File: config.mk
export PLATFORM = sky130hd
export DESIGN_NAME = sdram_cmd_seq
export DESIGN_NICKNAME = d
export VERILOG_FILES = /design/src/rtl/sdram_seq_pkg.sv /design/src/rtl/sdram_row_tracker.sv /design/src/rtl/sdram_gap_timer.sv /design/src/rtl/sdram_beat_gen.sv /design/src/rtl/sdram_cmd_seq.sv
export SDC_FILE = /design/constraint.sdc
export NUM_CORES = 1
export LEC_CHECK = 0
export ABC_AREA = 1
export BUFFER_PORTS_ARGS = -buffer_cell sky130_fd_sc_hd__buf_4
export CAP_MARGIN = 10
export CELL_PAD_IN_SITES_DETAIL_PLACEMENT = 1
export CELL_PAD_IN_SITES_GLOBAL_PLACEMENT = 1
export CORE_UTILIZATION = 48
export DETAILED_ROUTE_END_ITERATION = 8
export PLACE_DENSITY_LB_ADDON = 0.1
export SYNTH_ARGS = -nofsm -noshare
export SYNTH_HDL_FRONTEND = slang
export SYNTH_HIERARCHICAL = 1
export SYNTH_SLANG_ARGS = --single-unit
File: constraint.sdc
create_clock -name clk -period 8.21 [get_ports clk]
set_input_delay 0.4105 -clock clk [delete_from_list [all_inputs] [get_ports clk]]
set_output_delay 0.4105 -clock clk [all_outputs]
set_load 0.01 [all_outputs]
File: src/rtl/sdram_seq_pkg.sv
package sdram_seq_pkg;

  // {cs_n, ras_n, cas_n, we_n}
  typedef enum logic [3:0] {
    CMD_MRS = 4'b0000,
    CMD_REF = 4'b0001,
    CMD_PRE = 4'b0010,
    CMD_ACT = 4'b0011,
    CMD_WR  = 4'b0100,
    CMD_RD  = 4'b0101,
    CMD_NOP = 4'b0111
  } sd_cmd_e;

  typedef enum logic [2:0] {
    ST_CFG, ST_IDLE, ST_WAIT, ST_ACT, ST_RW, ST_BURST
  } seq_state_e;

  localparam int ALL_BANKS_BIT = 10;
  localparam int BURST_WIDE    = 4;   // 64-bit port
  localparam int BURST_NARROW  = 8;   // 32-bit port
  localparam int BEAT_CNT_W    = $clog2(BURST_NARROW) + 1;

endpackage

File: src/rtl/sdram_row_tracker.sv
module sdram_row_tracker #(
  parameter int BANK_W = 2,
  parameter int ROW_W  = 13
) (
  input  logic              clk,
  input  logic              rst_n,
  input  logic              open_en,
  input  logic              close_en,
  input  logic              close_all,
  input  logic [BANK_W-1:0] sel_bank,
  input  logic [ROW_W-1:0]  sel_row,
  output logic              sel_open,
  output logic              sel_hit,
  output logic              any_open,
  output logic [(1<<BANK_W)-1:0] open_vec
);
  localparam int NB = 1 << BANK_W;

  logic [NB-1:0] hit_vec;

  for (genvar b = 0; b < NB; b++) begin : g_bank
    logic             open_b;
    logic [ROW_W-1:0] row_b;
    always_ff @(posedge clk or negedge rst_n) begin
      if (!rst_n) begin
        open_b <= 1'b0;
        row_b  <= '0;
      end else if (close_all || (close_en && sel_bank == BANK_W'(b))) begin
        open_b <= 1'b0;
      end else if (open_en && sel_bank == BANK_W'(b)) begin
        open_b <= 1'b1;
        row_b  <= sel_row;
      end
    end
    assign open_vec[b] = open_b;
    assign hit_vec[b]  = open_b && (row_b == sel_row);
  end

  assign sel_open = open_vec[sel_bank];
  assign sel_hit  = hit_vec[sel_bank];
  assign any_open = |open_vec;


  close_all_empties_chk: assert property (@(posedge clk) disable iff (!rst_n)
    close_all |=> !any_open);

endmodule

File: src/rtl/sdram_gap_timer.sv
module sdram_gap_timer #(
  parameter int CNT_W = 4
) (
  input  logic             clk,
  input  logic             rst_n,
  input  logic             load,
  input  logic [CNT_W-1:0] load_val,
  output logic             expired
);
  logic [CNT_W-1:0] cnt_q;

  always_ff @(posedge clk or negedge rst_n) begin
    if (!rst_n)             cnt_q <= '0;
    else if (load)          cnt_q <= load_val;
    else if (cnt_q != '0)   cnt_q <= cnt_q - 1'b1;
  end

  assign expired = (cnt_q == '0);


  no_reload_busy_chk: assert property (@(posedge clk) disable iff (!rst_n)
    load |-> expired);

endmodule

File: src/rtl/sdram_beat_gen.sv
module sdram_beat_gen
  import sdram_seq_pkg::*;
(
  input  logic       clk,
  input  logic       rst_n,
  input  logic       start,
  input  logic       is_read,
  input  logic [2:0] cas_lat,
  input  logic       bl8,
  output logic       beat_valid,
  output logic       last_beat
);
  logic [2:0]            dly_q;
  logic [BEAT_CNT_W-1:0] cnt_q;

  always_ff @(posedge clk or negedge rst_n) begin
    if (!rst_n) begin
      dly_q <= '0;
      cnt_q <= '0;
    end else if (start) begin
      dly_q <= is_read ? cas_lat : 3'd0;
      cnt_q <= bl8 ? BEAT_CNT_W'(BURST_NARROW) : BEAT_CNT_W'(BURST_WIDE);
    end else if (dly_q != '0) begin
      dly_q <= dly_q - 1'b1;
    end else if (cnt_q != '0) begin
      cnt_q <= cnt_q - 1'b1;
    end
  end

  assign beat_valid = (dly_q == '0) && (cnt_q != '0);
  assign last_beat  = beat_valid && (cnt_q == BEAT_CNT_W'(1));


  no_burst_overlap_chk: assert property (@(posedge clk) disable iff (!rst_n)
    start |-> (cnt_q == '0));

endmodule

File: src/rtl/sdram_cmd_seq.sv
module sdram_cmd_seq
  import sdram_seq_pkg::*;
#(
  parameter int BANK_W = 2,
  parameter int ROW_W  = 13,
  parameter int COL_W  = 10,
  parameter int ADDR_W = 13,
  parameter int TRCD   = 3,
  parameter int TRP    = 2,
  parameter int TRFC   = 6,
  parameter int TMRD   = 2
) (
  input  logic              clk,
  input  logic              rst_n,
  input  logic [ADDR_W-1:0] cfg_mode_word,
  input  logic              cfg_start,
  input  logic              cfg_port64,
  input  logic              cfg_keep_open,
  output logic              init_done,
  input  logic              ref_req,
  input  logic              req_valid,
  output logic              req_ready,
  input  logic              req_write,
  input  logic [BANK_W-1:0] req_bank,
  input  logic [ROW_W-1:0]  req_row,
  input  logic [COL_W-1:0]  req_col,
  output logic              beat_valid,
  output logic              sd_cs_n,
  output logic              sd_ras_n,
  output logic              sd_cas_n,
  output logic              sd_we_n,
  output logic [BANK_W-1:0] sd_ba,
  output logic [ADDR_W-1:0] sd_addr
);
  localparam int NB    = 1 << BANK_W;
  localparam int TMAX  = (TRFC > TRCD ? TRFC : TRCD) + TRP + TMRD;
  localparam int CNT_W = $clog2(TMAX) + 1;
  // Gap counts are loaded two short: one cycle for the wait-state exit, one for the output register.
  localparam logic [CNT_W-1:0] LD_RCD = CNT_W'(TRCD - 2);
  localparam logic [CNT_W-1:0] LD_RP  = CNT_W'(TRP - 2);
  localparam logic [CNT_W-1:0] LD_RFC = CNT_W'(TRFC - 2);
  localparam logic [CNT_W-1:0] LD_MRD = CNT_W'(TMRD - 2);

  seq_state_e        state, st_d, nxt_q, nxt_d;
  sd_cmd_e           cmd_q, cmd_d;
  logic [BANK_W-1:0] ba_q, ba_d, h_bank, sel_bank;
  logic [ADDR_W-1:0] addr_q, addr_d;
  logic [ROW_W-1:0]  h_row, sel_row;
  logic [COL_W-1:0]  h_col, sel_col;
  logic              h_write, sel_write;
  logic              ref_pend, ref_any, ref_clr, init_q, init_set, accept;
  logic [2:0]        cl_q;
  logic              bl8_q;
  logic              open_en, close_en, close_all, sel_open, sel_hit, any_open;
  logic [NB-1:0]     open_vec;
  logic              t_load, t_expired, b_start, last_beat;
  logic [CNT_W-1:0]  t_val;

  assign ref_any   = ref_pend | ref_req;
  assign req_ready = (state == ST_IDLE) && !ref_any;
  assign sel_bank  = (state == ST_IDLE) ? req_bank  : h_bank;
  assign sel_row   = (state == ST_IDLE) ? req_row   : h_row;
  assign sel_col   = (state == ST_IDLE) ? req_col   : h_col;
  assign sel_write = (state == ST_IDLE) ? req_write : h_write;

  sdram_row_tracker #(.BANK_W(BANK_W), .ROW_W(ROW_W)) u_rows (
    .clk, .rst_n, .open_en, .close_en, .close_all,
    .sel_bank, .sel_row, .sel_open, .sel_hit, .any_open, .open_vec
  );

  sdram_gap_timer #(.CNT_W(CNT_W)) u_gap (
    .clk, .rst_n, .load(t_load), .load_val(t_val), .expired(t_expired)
  );

  sdram_beat_gen u_beats (
    .clk, .rst_n, .start(b_start), .is_read(!sel_write),
    .cas_lat(cl_q), .bl8(bl8_q), .beat_valid, .last_beat
  );

  always_comb begin
    st_d = state;  nxt_d = nxt_q;
    cmd_d = CMD_NOP;  ba_d = '0;  addr_d = '0;
    t_load = 1'b0;  t_val = '0;  b_start = 1'b0;
    open_en = 1'b0;  close_en = 1'b0;  close_all = 1'b0;
    accept = 1'b0;  ref_clr = 1'b0;  init_set = 1'b0;
    unique case (state)
      ST_CFG: if (cfg_start) begin
        cmd_d       = CMD_MRS;
        addr_d      = cfg_mode_word;
        addr_d[3:0] = cfg_port64 ? 4'b0010 : 4'b0011;
        t_load = 1'b1;  t_val = LD_MRD;  nxt_d = ST_IDLE;  st_d = ST_WAIT;
        init_set = 1'b1;
      end
      ST_IDLE: begin
        if (ref_any) begin
          if (any_open) begin
            cmd_d = CMD_PRE;  addr_d[ALL_BANKS_BIT] = 1'b1;  close_all = 1'b1;
            t_load = 1'b1;  t_val = LD_RP;
          end else begin
            cmd_d = CMD_REF;  ref_clr = 1'b1;
            t_load = 1'b1;  t_val = LD_RFC;
          end
          nxt_d = ST_IDLE;  st_d = ST_WAIT;
        end else if (req_valid) begin
          accept = 1'b1;
          if (sel_hit) begin
            cmd_d = sel_write ? CMD_WR : CMD_RD;
            ba_d = sel_bank;  addr_d[COL_W-1:0] = sel_col;
            b_start = 1'b1;  st_d = ST_BURST;
          end else if (sel_open) begin
            cmd_d = CMD_PRE;  ba_d = sel_bank;  close_en = 1'b1;
            t_load = 1'b1;  t_val = LD_RP;  nxt_d = ST_ACT;  st_d = ST_WAIT;
          end else begin
            cmd_d = CMD_ACT;  ba_d = sel_bank;  addr_d[ROW_W-1:0] = sel_row;
            open_en = 1'b1;
            t_load = 1'b1;  t_val = LD_RCD;  nxt_d = ST_RW;  st_d = ST_WAIT;
          end
        end else if (!cfg_keep_open && any_open) begin
          cmd_d = CMD_PRE;  addr_d[ALL_BANKS_BIT] = 1'b1;  close_all = 1'b1;
          t_load = 1'b1;  t_val = LD_RP;  nxt_d = ST_IDLE;  st_d = ST_WAIT;
        end
      end
      ST_WAIT: if (t_expired) st_d = nxt_q;
      ST_ACT: begin
        cmd_d = CMD_ACT;  ba_d = sel_bank;  addr_d[ROW_W-1:0] = sel_row;
        open_en = 1'b1;
        t_load = 1'b1;  t_val = LD_RCD;  nxt_d = ST_RW;  st_d = ST_WAIT;
      end
      ST_RW: begin
        cmd_d = sel_write ? CMD_WR : CMD_RD;
        ba_d = sel_bank;  addr_d[COL_W-1:0] = sel_col;
        b_start = 1'b1;  st_d = ST_BURST;
      end
      ST_BURST: if (last_beat) st_d = ST_IDLE;
      default: st_d = ST_IDLE;
    endcase
  end

  always_ff @(posedge clk or negedge rst_n) begin
    if (!rst_n) begin
      state <= ST_CFG;  nxt_q <= ST_IDLE;  cmd_q <= CMD_NOP;
      ba_q <= '0;  addr_q <= '0;
      h_write <= 1'b0;  h_bank <= '0;  h_row <= '0;  h_col <= '0;
      ref_pend <= 1'b0;  init_q <= 1'b0;  cl_q <= 3'd1;  bl8_q <= 1'b0;
    end else begin
      state <= st_d;  nxt_q <= nxt_d;  cmd_q <= cmd_d;
      ba_q <= ba_d;  addr_q <= addr_d;
      if (accept) begin
        h_write <= req_write;  h_bank <= req_bank;
        h_row <= req_row;  h_col <= req_col;
      end
      ref_pend <= (ref_pend | ref_req) & ~ref_clr;
      if (init_set) begin
        init_q <= 1'b1;
        cl_q   <= cfg_mode_word[6:4];
        bl8_q  <= ~cfg_port64;
      end
    end
  end

  assign {sd_cs_n, sd_ras_n, sd_cas_n, sd_we_n} = cmd_q;
  assign sd_ba     = ba_q;
  assign sd_addr   = addr_q;
  assign init_done = init_q;


  col_cmd_open_row_chk: assert property (@(posedge clk) disable iff (!rst_n)
    (cmd_q == CMD_RD || cmd_q == CMD_WR) |-> open_vec[ba_q]);


  refresh_all_closed_chk: assert property (@(posedge clk) disable iff (!rst_n)
    (cmd_q == CMD_REF) |-> !any_open);


  ready_drops_after_take_chk: assert property (@(posedge clk) disable iff (!rst_n)
    (req_valid && req_ready) |=> !req_ready);


  quiet_before_init_chk: assert property (@(posedge clk) disable iff (!rst_n)
    !init_q |-> (cmd_q == CMD_NOP));

endmodule

* Word level (Yosys, flattened, before mapping)
Cells that the tools add are included.
Cells by class: add/sub/neg operators 3, reduce and logical (&&, ||, !) cells 46, mux-type cells 102, multiply operators 0, magnitude comparators 1, bitwise gates (word level) 8, div/mod/pow operators 0, equality and inequality tests 19, shift operators 0
Operators with widths (number):
- two-way mux 3 bit | 22
- equality test 13 bit | 4
- two-way mux 1 bit | 46
- two-way mux 10 bit | 4
- one-hot mux 10 bit (4 select lines) | 1
- two-way mux 13 bit | 3
- two-way mux 4 bit | 5
- two-way mux 5 bit | 4
- one-hot mux 3 bit (3 select lines) | 2
- one-hot mux 3 bit (6 select lines) | 1
- logical AND 1 bit | 16
- one-hot mux 4 bit (4 select lines) | 1
- nonzero test 2 bit | 7
- two-way mux 2 bit | 6
- one-hot mux 5 bit (2 select lines) | 1
- AND reduction 2 bit | 5
- inequality test 2 bit (second input constant) | 4
- AND reduction 4 bit | 2
- equality test 3 x 2 -> 1 bit (second input constant) | 2
- equality test 3 bit (second input constant) | 2
- logical NOT 3 bit | 2
- inverter 1 bit | 6
- nonzero test 3 bit | 2
- logical NOT 5 bit | 1
- 23 further kinds | 30
Word-level totals: bits in registers 125, RAM bits 0, bits in latches 0, memories 0, output and inout bits 22, bits in read-only memories 0, input bits 46

* Longest topological paths before layout
Gate-level depths: netlist (run 1).
depth after elaboration 14, mapped depth 28, mapped depth without buffers 25

* Cells and area by module
Netlist (run 1), hierarchy kept.
By module, submodules not included:
- sdram_row_tracker | sequential area each 1401.3 um^2, cells an instance 448, instances 1, area an instance 3403.3 um^2
- sdram_cmd_seq | sequential area each 1407.6 um^2, cells an instance 361, instances 1, area an instance 2852.7 um^2
- sdram_beat_gen | sequential area each 175.2 um^2, cells an instance 66, instances 1, area an instance 481.7 um^2
- sdram_gap_timer | sequential area each 125.1 um^2, cells an instance 39, instances 1, area an instance 302.8 um^2

* Worst setup path after synthesis (run 1)
OpenSTA, ideal clock, no wires.
kind flip-flop to flip-flop, from register state[1], to register u_rows.g_bank[1].row_b[8], clock period less this slack 3.442 ns, slack 4.768 ns, library setup time 0.126 ns, data arrival time 3.316 ns, stages on the path, launching flop included 25, buffers on the path 4, path through dfrtp_1 buf_4 inv_2 nand3_4 buf_6 o21ai_0 clkinv_1 nor2_1 nor2_1 nand2_1 nor2_1 nand2_1 nand3_1 nand2_1 inv_1 nor2_1 nand3_1 o21bai_2 buf_4 inv_1 nor3_2 nand3_2 buf_6 nand2_2 o21ai_2
Between the ends: elaborated cells on any way between the ends 33, classes of those cells eq/ne: 7; mux: 17; bitwise: 1; reduce/logical: 8
RTL lines:
- start: declaration | RTL line sdram_cmd_seq.sv:44 | seq_state_e state, st_d, nxt_q, nxt_d;
- start signal: assignment | RTL line sdram_cmd_seq.sv:146 | state <= st_d; nxt_q <= nxt_d; cmd_q <= cmd_d;
- equality test 3 x 1 -> 1 bit * | RTL line sdram_cmd_seq.sv:62 | assign sel_row = (state == ST_IDLE) ? req_row : h_row;
- two-way mux 13 bit * | RTL line sdram_cmd_seq.sv:62
- named net sel_row[0] | RTL line sdram_cmd_seq.sv:48 | logic [ROW_W-1:0] h_row, sel_row;
- equality test 13 bit | RTL line sdram_row_tracker.sv:36 | assign hit_vec[b] = open_b && (row_b == sel_row);
- logical AND 1 bit | RTL line sdram_row_tracker.sv:36
- binary-select mux 1 bit (select 2 bit) * | RTL line sdram_row_tracker.sv:40 | assign sel_hit = hit_vec[sel_bank];
- two-way mux 1 bit (not written as such) * | RTL line sdram_row_tracker.sv:40
- named net sel_hit | RTL line sdram_cmd_seq.sv:54 | logic open_en, close_en, close_all, sel_open, sel_hit, any_open;
- two-way mux 1 bit * | RTL line sdram_cmd_seq.sv:106 | if (sel_hit) begin
- two-way mux 1 bit * | RTL line sdram_cmd_seq.sv:104 | end else if (req_valid) begin
- two-way mux 1 bit * | RTL line sdram_cmd_seq.sv:95 | if (ref_any) begin
- one-hot mux 1 bit (2 select lines) * | RTL line sdram_cmd_seq.sv:86 | unique case (state)
- named net open_en | RTL line sdram_cmd_seq.sv:54
- logical AND 1 bit * | RTL line sdram_row_tracker.sv:30 | end else if (open_en && sel_bank == BANK_W'(b)) begin
- AND reduction 2 bit (no line) *
- end signal: assignment | RTL line sdram_row_tracker.sv:32 | row_b <= sel_row;
- end: declaration | RTL line sdram_row_tracker.sv:23 | logic [ROW_W-1:0] row_b;
Mark *: on every way through the listed nets, which the timed path passes. The rest lies on a longest branch. The select of a mux whose other input is x is not followed. A chain may end at the register's enable or synchronous reset.

* Final worst setup path (run 1)
from register state[2], to register u_rows.g_bank[1].row_b[3]
Between the ends: cells in the longest elaborated chain, start to end 14, elaborated cells on any way between the ends 33, classes of those cells eq/ne: 7; mux: 17; bitwise: 1; reduce/logical: 8
Ends and longest elaborated chain:
- equality test 3 x 1 -> 1 bit * | RTL line sdram_cmd_seq.sv:62
- two-way mux 13 bit * | RTL line sdram_cmd_seq.sv:62
- named net sel_row[3] | RTL line sdram_cmd_seq.sv:48
- equality test 13 bit | RTL line sdram_row_tracker.sv:36
- logical AND 1 bit | RTL line sdram_row_tracker.sv:36
- binary-select mux 1 bit (select 2 bit) * | RTL line sdram_row_tracker.sv:40
- two-way mux 1 bit (not written as such) * | RTL line sdram_row_tracker.sv:40
- named net sel_hit | RTL line sdram_cmd_seq.sv:54
- two-way mux 1 bit | RTL line sdram_cmd_seq.sv:106
- two-way mux 1 bit | RTL line sdram_cmd_seq.sv:104
- two-way mux 1 bit | RTL line sdram_cmd_seq.sv:95
- two-way mux 1 bit | RTL line sdram_cmd_seq.sv:86
- logical AND 1 bit | RTL line sdram_row_tracker.sv:28 | end else if (close_all || (close_en && sel_bank == BANK_W'(b))) begin
- logical OR 1 bit | RTL line sdram_row_tracker.sv:28
- inverter 1 bit (no line)
- AND reduction 2 bit (no line) *
Marks and branches as above.

==> metrics.yaml, run 1 <==
period_needed_ns: 5.47
cellPowerDensity_mw_per_mm2: 453
antenna_found_initial: 0
wire_per_inst_um: 17.1
rsz0062_at_grt: "false"
cp-end-kind: "flip-flop"
seq_area_sq_mm: 0.00311
place_ws_ns: 2.80
io_buffers: 62
setup_tns_ns: 0
overflow: 0
drive_above_1_share_pct: 21.4
cts_root_buffer: "clkbuf_16"
groute.usage.overall_pct: 29.1
dieArea_sq_mm: 0.0151
skew_ns: 0.00742
tightest_slew_ns: 1.01
cts_hold_buf: 0
multiInputGateArea_sq_mm: 0.00324
grt_pass1_wl_um: 33300
fin_crit_sh_pct: 66.7
n_fill_cell: 1761
initial_utilization_pct: 49.9
crit_required_ns: 8.49
cp.arrival_ns: 5.76
avgSynthCellArea_sq_um: 7.70
irDropWorstVdd_mv: 0.158
drt-total-wl_um: 19900
drv_cap: 0
critPathKind: "flip-flop to flip-flop"
chipWidth_um: 123
cts_num_sinks: 124
ctsResizeCount: 0
final_area_sq_mm: 0.00817
ctsHtreeMaxLevel: 4
vias: 6160
drc: 0
yosys_warnings: 6
numCtsBuffers: 17
drt_iter0_markers: 277
die_y_um: 123
area_delta_synth_final_pct: 16.6
clock.fmax_mhz: 183
netlist_instances: 910
ioPinCount: 68
cp_max_fo: 41
p_leak_nw: 4.30
cts.clk_slew.worst_paths_ns: 0.06
antenna_cells: 0
hp-class: "input port to asynchronous set/reset pin"
status: "finished, final reports clean"
slew_headroom_pct: 32.6
post-route-util_pct: 58.2
finalSetupViolations: 0
cts_buffer_depth: 2
nets: 1021
num_rows: 43
cts_tree: "built"
grt_pass1_vias: 6781
ant_nets: 0
dp_hpwl_um: 13600
postCtsSetupBuffers: 0
netlist_area_sq_mm: 0.00701
vias_per_cell: 5.30
critPathLaunchType: "flip-flop"
layout_setup_ws_ns: 2.74
coreArea_sq_mm: 0.0140
placed_area_sq_mm: 0.00751
grt_max_degree: 77
dr.pass1.iters: 5
finalHoldViolCount: 0
slew_violations: 0
dp.cells: 1131
gp_congestion: 0.875
fin_cells: 1163
clock_latency_ns: 0.42
-- power breakdown --
| group | total, mW | switching, mW | leakage (nW) | internal [mW] |
|---|---|---|---|---|
| sequential | 1.08 | 0.185 | 1.55 | 0.895 |
| clock | 0.855 | 0.286 | 0.321 | 0.569 |
| combinational | 1.76 | 1.19 | 2.43 | 0.570 |
| total | 3.70 | 1.67 | 4.30 | 2.03 |
-- cell type report --
cell class | count | share of cell area, %
tap | 180 | 2.76
sequential | 124 | 38.0
multi-input combinational | 642 | 39.6
timing repair buffer | 63 | 5.79
inverter | 122 | 5.63
clock inverter | 11 | 2.30
clock buffer | 21 | 5.88
-- state kept, by name (all words and copies together) (netlist names) --
register	count
sd_ba	2
h_col	10
u_rows/g_bank.open_b	4
init_done	1
u_rows/g_bank.row_b	52
ref_pend	1
h_row	13
u_gap/cnt_q	5
h_write	1
sd_addr	13
nxt_q	3
state	3
cl_q	3
u_beats/cnt_q	4
u_beats/dly_q	3
bl8_q	1
cmd_q	3
h_bank	2
-- layer usage --
layer / track usage, % / share of wire (%)
met1: 34.5 / 42
met2: 50.6 / 51
met3: 4.60 / 2.5
met4: 15.1 / 3.6
met5: 0 / 0
-- layout by cell type (no fill, tap or decap), drive strengths merged --
| cell | count |
|---|---|
| o22ai | 15 |
| o21ai | 93 |
| nand2 | 371 |
| bufinv | 5 |
| conb | 4 |
| and2 | 1 |
| inv | 121 |
| xor2 | 5 |
| a21oi | 8 |
| dfrtp | 119 |
| nor2 | 68 |
| nand3 | 46 |
| xnor2 | 9 |
| clkbuf | 21 |
| nand3b | 2 |
| buf | 63 |
| clkinvlp | 3 |
| or2 | 2 |
| clkinv | 4 |
| a31oi | 1 |
| nand4 | 7 |
| nor3 | 3 |
| or4 | 1 |
| o21bai | 1 |
| dfstp | 5 |
| ha | 5 |
-- through the flow --
step | power, mW | hold slack [ns]
global route | 3.99 | 0.0622
finish | 3.70 | 0.0128
CTS | 3.72 | 0.0301
detailed placement | 2.82 | 0.461
floorplan | 2.36 | 0.115
global placement | 2.68 | 0.452
-- worst max-delay path, cell delays in order, from the launching register on --
cell	delay (ns)
dfrtp_1	0.44
inv_2	0.23
nand2_4	0.13
nor2_8	0.50
o21ai_1	0.37
inv_1	0.36
nand2_1	0.09
nand2_1	0.11
nor2_1	0.05
nand2_1	0.06
nor2_1	0.06
nand2_1	0.06
nand3_1	0.06
nand2_1	0.11
inv_1	0.11
nor2_1	0.18
nand3_1	0.12
o21bai_2	0.70
inv_1	0.31
nor3_2	0.20
nand3_2	0.67
nand2_1	0.32
o21ai_2	0.08
-- final timing paths --
path / endpoint / start / depth (start not counted) / slack, ns
max: u_rows/g_bank[1].row_b[3] / state[2] / 22 / 2.74
min: u_gap/cnt_q[3] / rst_n / 1 / 0.01
max reg2reg: u_rows/g_bank[1].row_b[3] / state[2] / 22 / 2.74
min reg2reg: nxt_q[0] / nxt_q[0] / 2 / 0.47
max in group asynchronous: u_rows/g_bank[1].row_b[7] / rst_n / 2 / 6.74
min in group clk: sd_addr[11] / cfg_mode_word[11] / 3 / 0.19
Power figures use the tool's default switching activity.
==> run 2: changes to the inputs <==
--- a/config.mk
+++ b/config.mk
@@ -10,7 +10,7 @@
 export CAP_MARGIN = 10
 export CELL_PAD_IN_SITES_DETAIL_PLACEMENT = 1
 export CELL_PAD_IN_SITES_GLOBAL_PLACEMENT = 1
-export CORE_UTILIZATION = 48
+export CORE_UTILIZATION = 40
 export DETAILED_ROUTE_END_ITERATION = 8
 export PLACE_DENSITY_LB_ADDON = 0.1
 export SYNTH_ARGS = -nofsm -noshare
==> constraint.sdc (replaced) <==
create_clock -name clk -period 4.6 [get_ports clk]
set_input_delay 0.23 -clock clk [delete_from_list [all_inputs] [get_ports clk]]
set_output_delay 0.23 -clock clk [all_outputs]
set_load 0.01 [all_outputs]
==> run 2 against run 1 <==
Effect of this change: hold slack improved by 0.0084 ns; critical path depth rose by 1; design area is 2.0% higher; die area grew 20%.
==> metrics.yaml, run 2 (synthesized netlist as in run 1, its figures left out) <==
dp_hpwl_um: 13100  # -3.2%
final_common_cell: "nand2_1"
io_buffers: 62  # unchanged
coreArea_sq_mm: 0.0172  # +22%
grt_pass1_wl_um: 30800  # -7.3%
skew_ns: 0.00550  # -0.00192 ns
cp-startpoint: "state[2]"
cp.buffers_inverters: 6  # +2
cts_buffer_depth: 2  # unchanged
grt_pass1_vias: 6108  # -9.9%
regMostFlops: "u_rows/g_bank.row_b"
cellPowerDensity_mw_per_mm2: 774  # +71%
placed_area_sq_mm: 0.00769  # +2.5%
area_delta_synth_final_pct: 18.9
gp_congestion: 0.876  # about the same
cts_num_sinks: 124  # unchanged
ctsResizeCount: 0  # unchanged
cts_root_buffer: "clkbuf_16"
drt_iter0_markers: 271  # -2.2%
drt-total-wl_um: 18100  # -8.9%
cp_max_fo: 27  # -34%
final_area_sq_mm: 0.00834  # +2.0%
setup_tns_ns: 0  # unchanged
overflow: 0  # unchanged
layout_common_cells: "nand2_1, dfrtp_1, inv_1, buf_4, nor2_1"
min_from: "cfg_mode_word[11]"
cp-end-kind: "flip-flop"
drv_cap: 0  # unchanged
rsz0062_at_grt: "false"
ioPinCount: 68  # unchanged
r2r_cells: 23  # +4.5%
finalSetupViolations: 0  # unchanged
ant_nets: 0  # unchanged
antenna_cells: 0  # unchanged
dr.pass1.iters: 7  # +2
cts_hold_buf: 1  # +1
postCtsSetupBuffers: 0  # unchanged
irDropWorstVdd_mv: 0.303  # +91%
cp.arrival_ns: 4.38  # -1.38 ns
finalHoldViolCount: 0  # unchanged
largest_reg_flops: 52  # unchanged
chipWidth_um: 134  # +9.4%
vias_per_cell: 4.76  # -10%
crit_family: "simple AND/OR/NAND/NOR gates"
crit_top_cell: "nand2_1"
crit_required_ns: 4.88  # -3.61 ns
hp-class: "input port to flip-flop"
wire_per_inst_um: 14.8  # -13%
nets: 1036  # +1.5%
slew_violations: 0  # unchanged
tightest_slew_ns: 0.667  # -0.344 ns
status: "finished, final reports clean"
whs_path_depth: 3
drc: 0  # unchanged
power_mw: 6.45  # +74%
cpMaxStageDelayCell: "dfrtp_1"
dieArea_sq_mm: 0.0181  # +20%
initial_utilization_pct: 40.8  # -9.1 points
ctsHtreeMaxLevel: 4  # unchanged
grt_max_degree: 49  # -36%
groute.usage.overall_pct: 22.2  # -6.9 points
drive_above_1_share_pct: 22.3  # +0.98 points
clock_latency_ns: 0.42  # about the same
num_rows: 48  # +12%
p_leak_nw: 4.36  # +1.5%
numCtsBuffers: 17  # unchanged
period_needed_ns: 4.10  # -1.38 ns
critPathLaunchType: "flip-flop"
clock.fmax_mhz: 244  # +34%
die_y_um: 134  # +9.4%
fin_crit_sh_pct: 89.1  # +22 points
slew_headroom_pct: 55.3  # +23 points
cts.clk_slew.worst_paths_ns: 0.06  # about the same
cp.depth: 23  # +4.5%
critPathKind: "flip-flop to flip-flop"
worstPathCellList: "inv_2 > nand2_4 > nor2_8 > buf_4 > nand2_1 > o21ai_2 > inv_1 > nand2_1 > nand2_1 > nor2_1 > nand2_1 > nor2_1 > nand2_1 > nand3_1 > nand2_1 > inv_1 > inv_1 > nand3_1 > inv_1 > a31oi_4 > nand4_4 > nand2_1 > o21ai_1"
cts_tree: "built"
r2r_start: "state[2]"
max_stage_delay_ns: 0.44  # -0.26 ns
vias: 5823  # -5.5%
antenna_found_initial: 0  # unchanged
[run 2: routing by layer]
metal / routed length [um] / vias to the layer above / global-route usage (%)
li1: - / 2981 / -
met1: 8650 / 2770 / 29.0
met2: 8890 / 60 / 37.6
met3: 406 / 12 / 3.67
met4: 200 / 0 / 6.62
met5: 0 / - / 0
[run 2: layout make-up]
type,instances,area (sq um)
Fill cell,2186,8840
Multi-Input combinational cell,642,3240
Sequential cell,124,3110
Timing Repair Buffer,78,613
Clock buffer,21,470
Inverter,122,460
Tap cell,225,282
Clock inverter,11,165
[run 2: report_power, final]
| group | total [mW] | internal [mW] | switching, mW |
|---|---|---|---|
| Combinational | 3.12 | 1.08 | 2.04 |
| Clock | 1.44 | 0.946 | 0.496 |
| Sequential | 1.89 | 1.60 | 0.296 |
[run 2: worst paths after layout]
kind	endpoint	slack (ns)
max	u_rows/g_bank[0].row_b[6]	0.50
min	sd_addr[11]	0.02
max reg2reg	u_rows/g_bank[0].row_b[6]	0.50
min reg2reg	nxt_q[0]	0.47
max in group asynchronous	init_done	3.24
min in group asynchronous	u_gap/cnt_q[2]	0.37
[run 2: through the flow]
stage | utilization [%] | setup slack [ns] | instances | hold slack, ns
final | 48.5 | 0.502 | 1223 | 0.0213
after global routing | 48.5 | 0.00893 | 1223 | 0.0373
after CTS | 48.5 | 0.454 | 1223 | 0.00761
after detailed placement | 44.8 | 0.511 | 1190 | 0.293
after global placement | 44.8 | 0.533 | 1190 | 0.304
after floorplan | - | 1.16 | 913 | -0.0656
[run 2: worst min-delay path, stage by stage]
cell     delay, ns
buf_4         0.08
nand2_1       0.04
nand2_1       0.05
==> run 3: changes to the inputs <==
--- a/config.mk
+++ b/config.mk
@@ -5,12 +5,11 @@
 export SDC_FILE = /design/constraint.sdc
 export NUM_CORES = 1
 export LEC_CHECK = 0
-export ABC_AREA = 1
 export BUFFER_PORTS_ARGS = -buffer_cell sky130_fd_sc_hd__buf_4
 export CAP_MARGIN = 10
 export CELL_PAD_IN_SITES_DETAIL_PLACEMENT = 1
 export CELL_PAD_IN_SITES_GLOBAL_PLACEMENT = 1
-export CORE_UTILIZATION = 40
+export CORE_UTILIZATION = 48
 export DETAILED_ROUTE_END_ITERATION = 8
 export PLACE_DENSITY_LB_ADDON = 0.1
 export SYNTH_ARGS = -nofsm -noshare
==> constraint.sdc (replaced) <==
create_clock -name clk -period 4.3 [get_ports clk]
set_input_delay 0.215 -clock clk [delete_from_list [all_inputs] [get_ports clk]]
set_output_delay 0.215 -clock clk [all_outputs]
set_load 0.01 [all_outputs]
==> run 3 against run 2 <==
Effect of this change: combinational power fell by 38%; register-to-register slack got worse by 0.36 ns; final cell count fell by 34%; design area fell by 7.1%; setup slack got worse by 0.36 ns; clock skew rose by 0.0017 ns; hold slack got worse by 0.010 ns; total power fell by 22%; highest routed layer unchanged; critical path type unchanged; core utilization rose by 10 points.
==> metrics.yaml, run 3 <==
status: "finished, final reports clean"
nets: 673  # -35%
antenna_found_initial: 0  # unchanged
crit_required_ns: 4.60  # -0.28 ns
grt_pass1_vias: 4964  # -19%
place_ws_ns: 0.0172  # -0.494 ns
antenna_cells: 0  # unchanged
clock_latency_ns: 0.43  # about the same
rsz0062_at_grt: "false"
slew_headroom_pct: 57.4  # +2.1 points
critPathKind: "flip-flop to flip-flop"
dp_hpwl_um: 11400  # -13%
layout_setup_ws_ns: 0.141  # -0.361 ns
top_layer_used: "met4"
cp_max_fo: 25  # -7.4%
layout_common_cells: "dfrtp_1, buf_4, mux2_2, nand2_1, xnor2_1"
grt_max_degree: 50  # +2.0%
ctsHtreeMaxLevel: 4  # unchanged
cellPowerDensity_mw_per_mm2: 649  # -16%
final_area_sq_mm: 0.00775  # -7.1%
hold_ws_ns: 0.0110  # -0.0103 ns
drt_iter0_markers: 212  # -22%
met3_length_um: 433  # +6.7%
max_stage_delay_ns: 0.53  # +0.09 ns
cpMaxStageDelayCell: "or4_1"
r2r_setup_slack_ns: 0.14  # -0.36 ns
period_needed_ns: 4.16  # +0.0606 ns
clock.fmax_mhz: 240  # -1.5%
drv_cap: 0  # unchanged
yosys_warnings: 6  # unchanged
met2WireLength_um: 8410  # -5.4%
vias: 4473  # -23%
fin_cells: 810  # -34%
skew_ns: 0.00724  # +0.00174 ns
cts_tree: "built"
cts_root_buffer: "clkbuf_16"
cts.clk_slew.worst_paths_ns: 0.05  # about the same
slew_violations: 0  # unchanged
r2r_start: "state[1]"
grt_pass1_wl_um: 27600  # -10%
cp.arrival_ns: 4.46  # +0.08 ns
chipWidth_um: 118  # -12%
ioPinCount: 68  # unchanged
power_mw: 5.03  # -22%
worstPathCellList: "nor3b_4 > buf_12 > mux2_2 > xnor2_1 > nand4_1 > or4_1 > a31oi_2 > nor3b_1 > a21o_1 > nand2_1 > inv_1 > nor3b_2 > nand2_1 > buf_4 > mux2_2"
ant_nets: 0  # unchanged
drc: 0  # unchanged
initial_utilization_pct: 49.1  # +8.3 points
regMostFlops: "u_rows/g_bank.row_b"
min_from: "cfg_mode_word[4]"
drt-total-wl_um: 16600  # -8.6%
met1_length_um: 7480  # -13%
irDropWorstVdd_mv: 0.360  # +19%
groute.usage.overall_pct: 25.9  # +3.8 points
netlist_instances: 551  # -39%
avgSynthCellArea_sq_um: 11.8  # +53%
cp-end-kind: "flip-flop"
setup_tns_ns: 0  # unchanged
cts_num_sinks: 124  # unchanged
crit_family: "simple AND/OR/NAND/NOR gates"
dp.cells: 776  # -35%
finalSetupViolations: 0  # unchanged
area_delta_synth_final_pct: 19.1
vias_per_cell: 5.52  # +16%
netlist_area_sq_mm: 0.00650  # -7.2%
post-route-util_pct: 58.5  # +10 points
postCtsSetupBuffers: 0  # unchanged
overflow: 0  # unchanged
placed_area_sq_mm: 0.00715  # -7.1%
critPathLaunchType: "flip-flop"
cp-startpoint: "state[1]"
final_common_cell: "dfrtp_1"
die_y_um: 118  # -12%
largest_reg_flops: 52  # unchanged
numCtsBuffers: 17  # unchanged
dieArea_sq_mm: 0.0140  # -22%
coreArea_sq_mm: 0.0132  # -23%
fin_crit_sh_pct: 96.7  # +7.6 points
cp.buffers_inverters: 3  # -3
gp_congestion: 0.775  # -12%
tightest_slew_ns: 0.640  # -0.0270 ns
finalHoldViolCount: 0  # unchanged
p_leak_nw: 3.75  # -14%
dr.pass1.iters: 5  # -2
num_rows: 42  # -13%
io_buffers: 62  # unchanged
hp-class: "input port to flip-flop"
wire_per_inst_um: 20.5  # +38%
drive_above_1_share_pct: 37.7  # +15 points
cts_buffer_depth: 2  # unchanged
-- run 3: worst paths after layout --
path,to,cells past startpoint
max,u_rows/g_bank[0].row_b[9],15
min,cl_q[0],3
max reg2reg,u_rows/g_bank[0].row_b[9],15
min reg2reg,cl_q[0],2
max in group asynchronous,cmd_q[2],3
min in group asynchronous,cl_q[2],2
-- run 3: area by class of cell --
type	count	area (sq um)
repair buffers	88	681
clock buffers	21	470
flip-flops and latches	124	3110
clock inverters	10	92.6
inverters	16	60.1
fillers	1395	5500
well taps	176	220
multi-input cells	375	3110
-- run 3: worst register-to-register path: cells and delay by family (launching register included) --
kind | cells | cell delay [ns]
AOI/OAI and AO/OA | 2 | 0.48
xor gates and xnor gates | 1 | 0.26
buffers and inverters | 3 | 0.54
DFF | 1 | 0.41
muxes | 2 | 0.88
and+or+nand+nor | 7 | 1.48
-- run 3: power breakdown --
| part | total, mW | internal, mW | switching (mW) |
|---|---|---|---|
| logic | 1.94 | 0.909 | 1.03 |
| registers | 1.72 | 1.50 | 0.225 |
| clock network | 1.36 | 0.833 | 0.529 |
| total | 5.03 | 3.24 | 1.79 |
-- run 3: repair_timing --
action / in CTS / in global routing
endpoints found under the setup margin: 13 / 13
hold buffers: 3 / 0
pin swaps: 0 / 0
hold endpoints to repair: 48 / 0
gates resized for setup: 1 / 1
-- run 3: routing by layer --
metal,vias to the layer above,track usage [%]
li1,2069,-
met1,2313,33.3
met2,70,43.6
met3,21,5.31
met4,0,8.94
met5,-,0
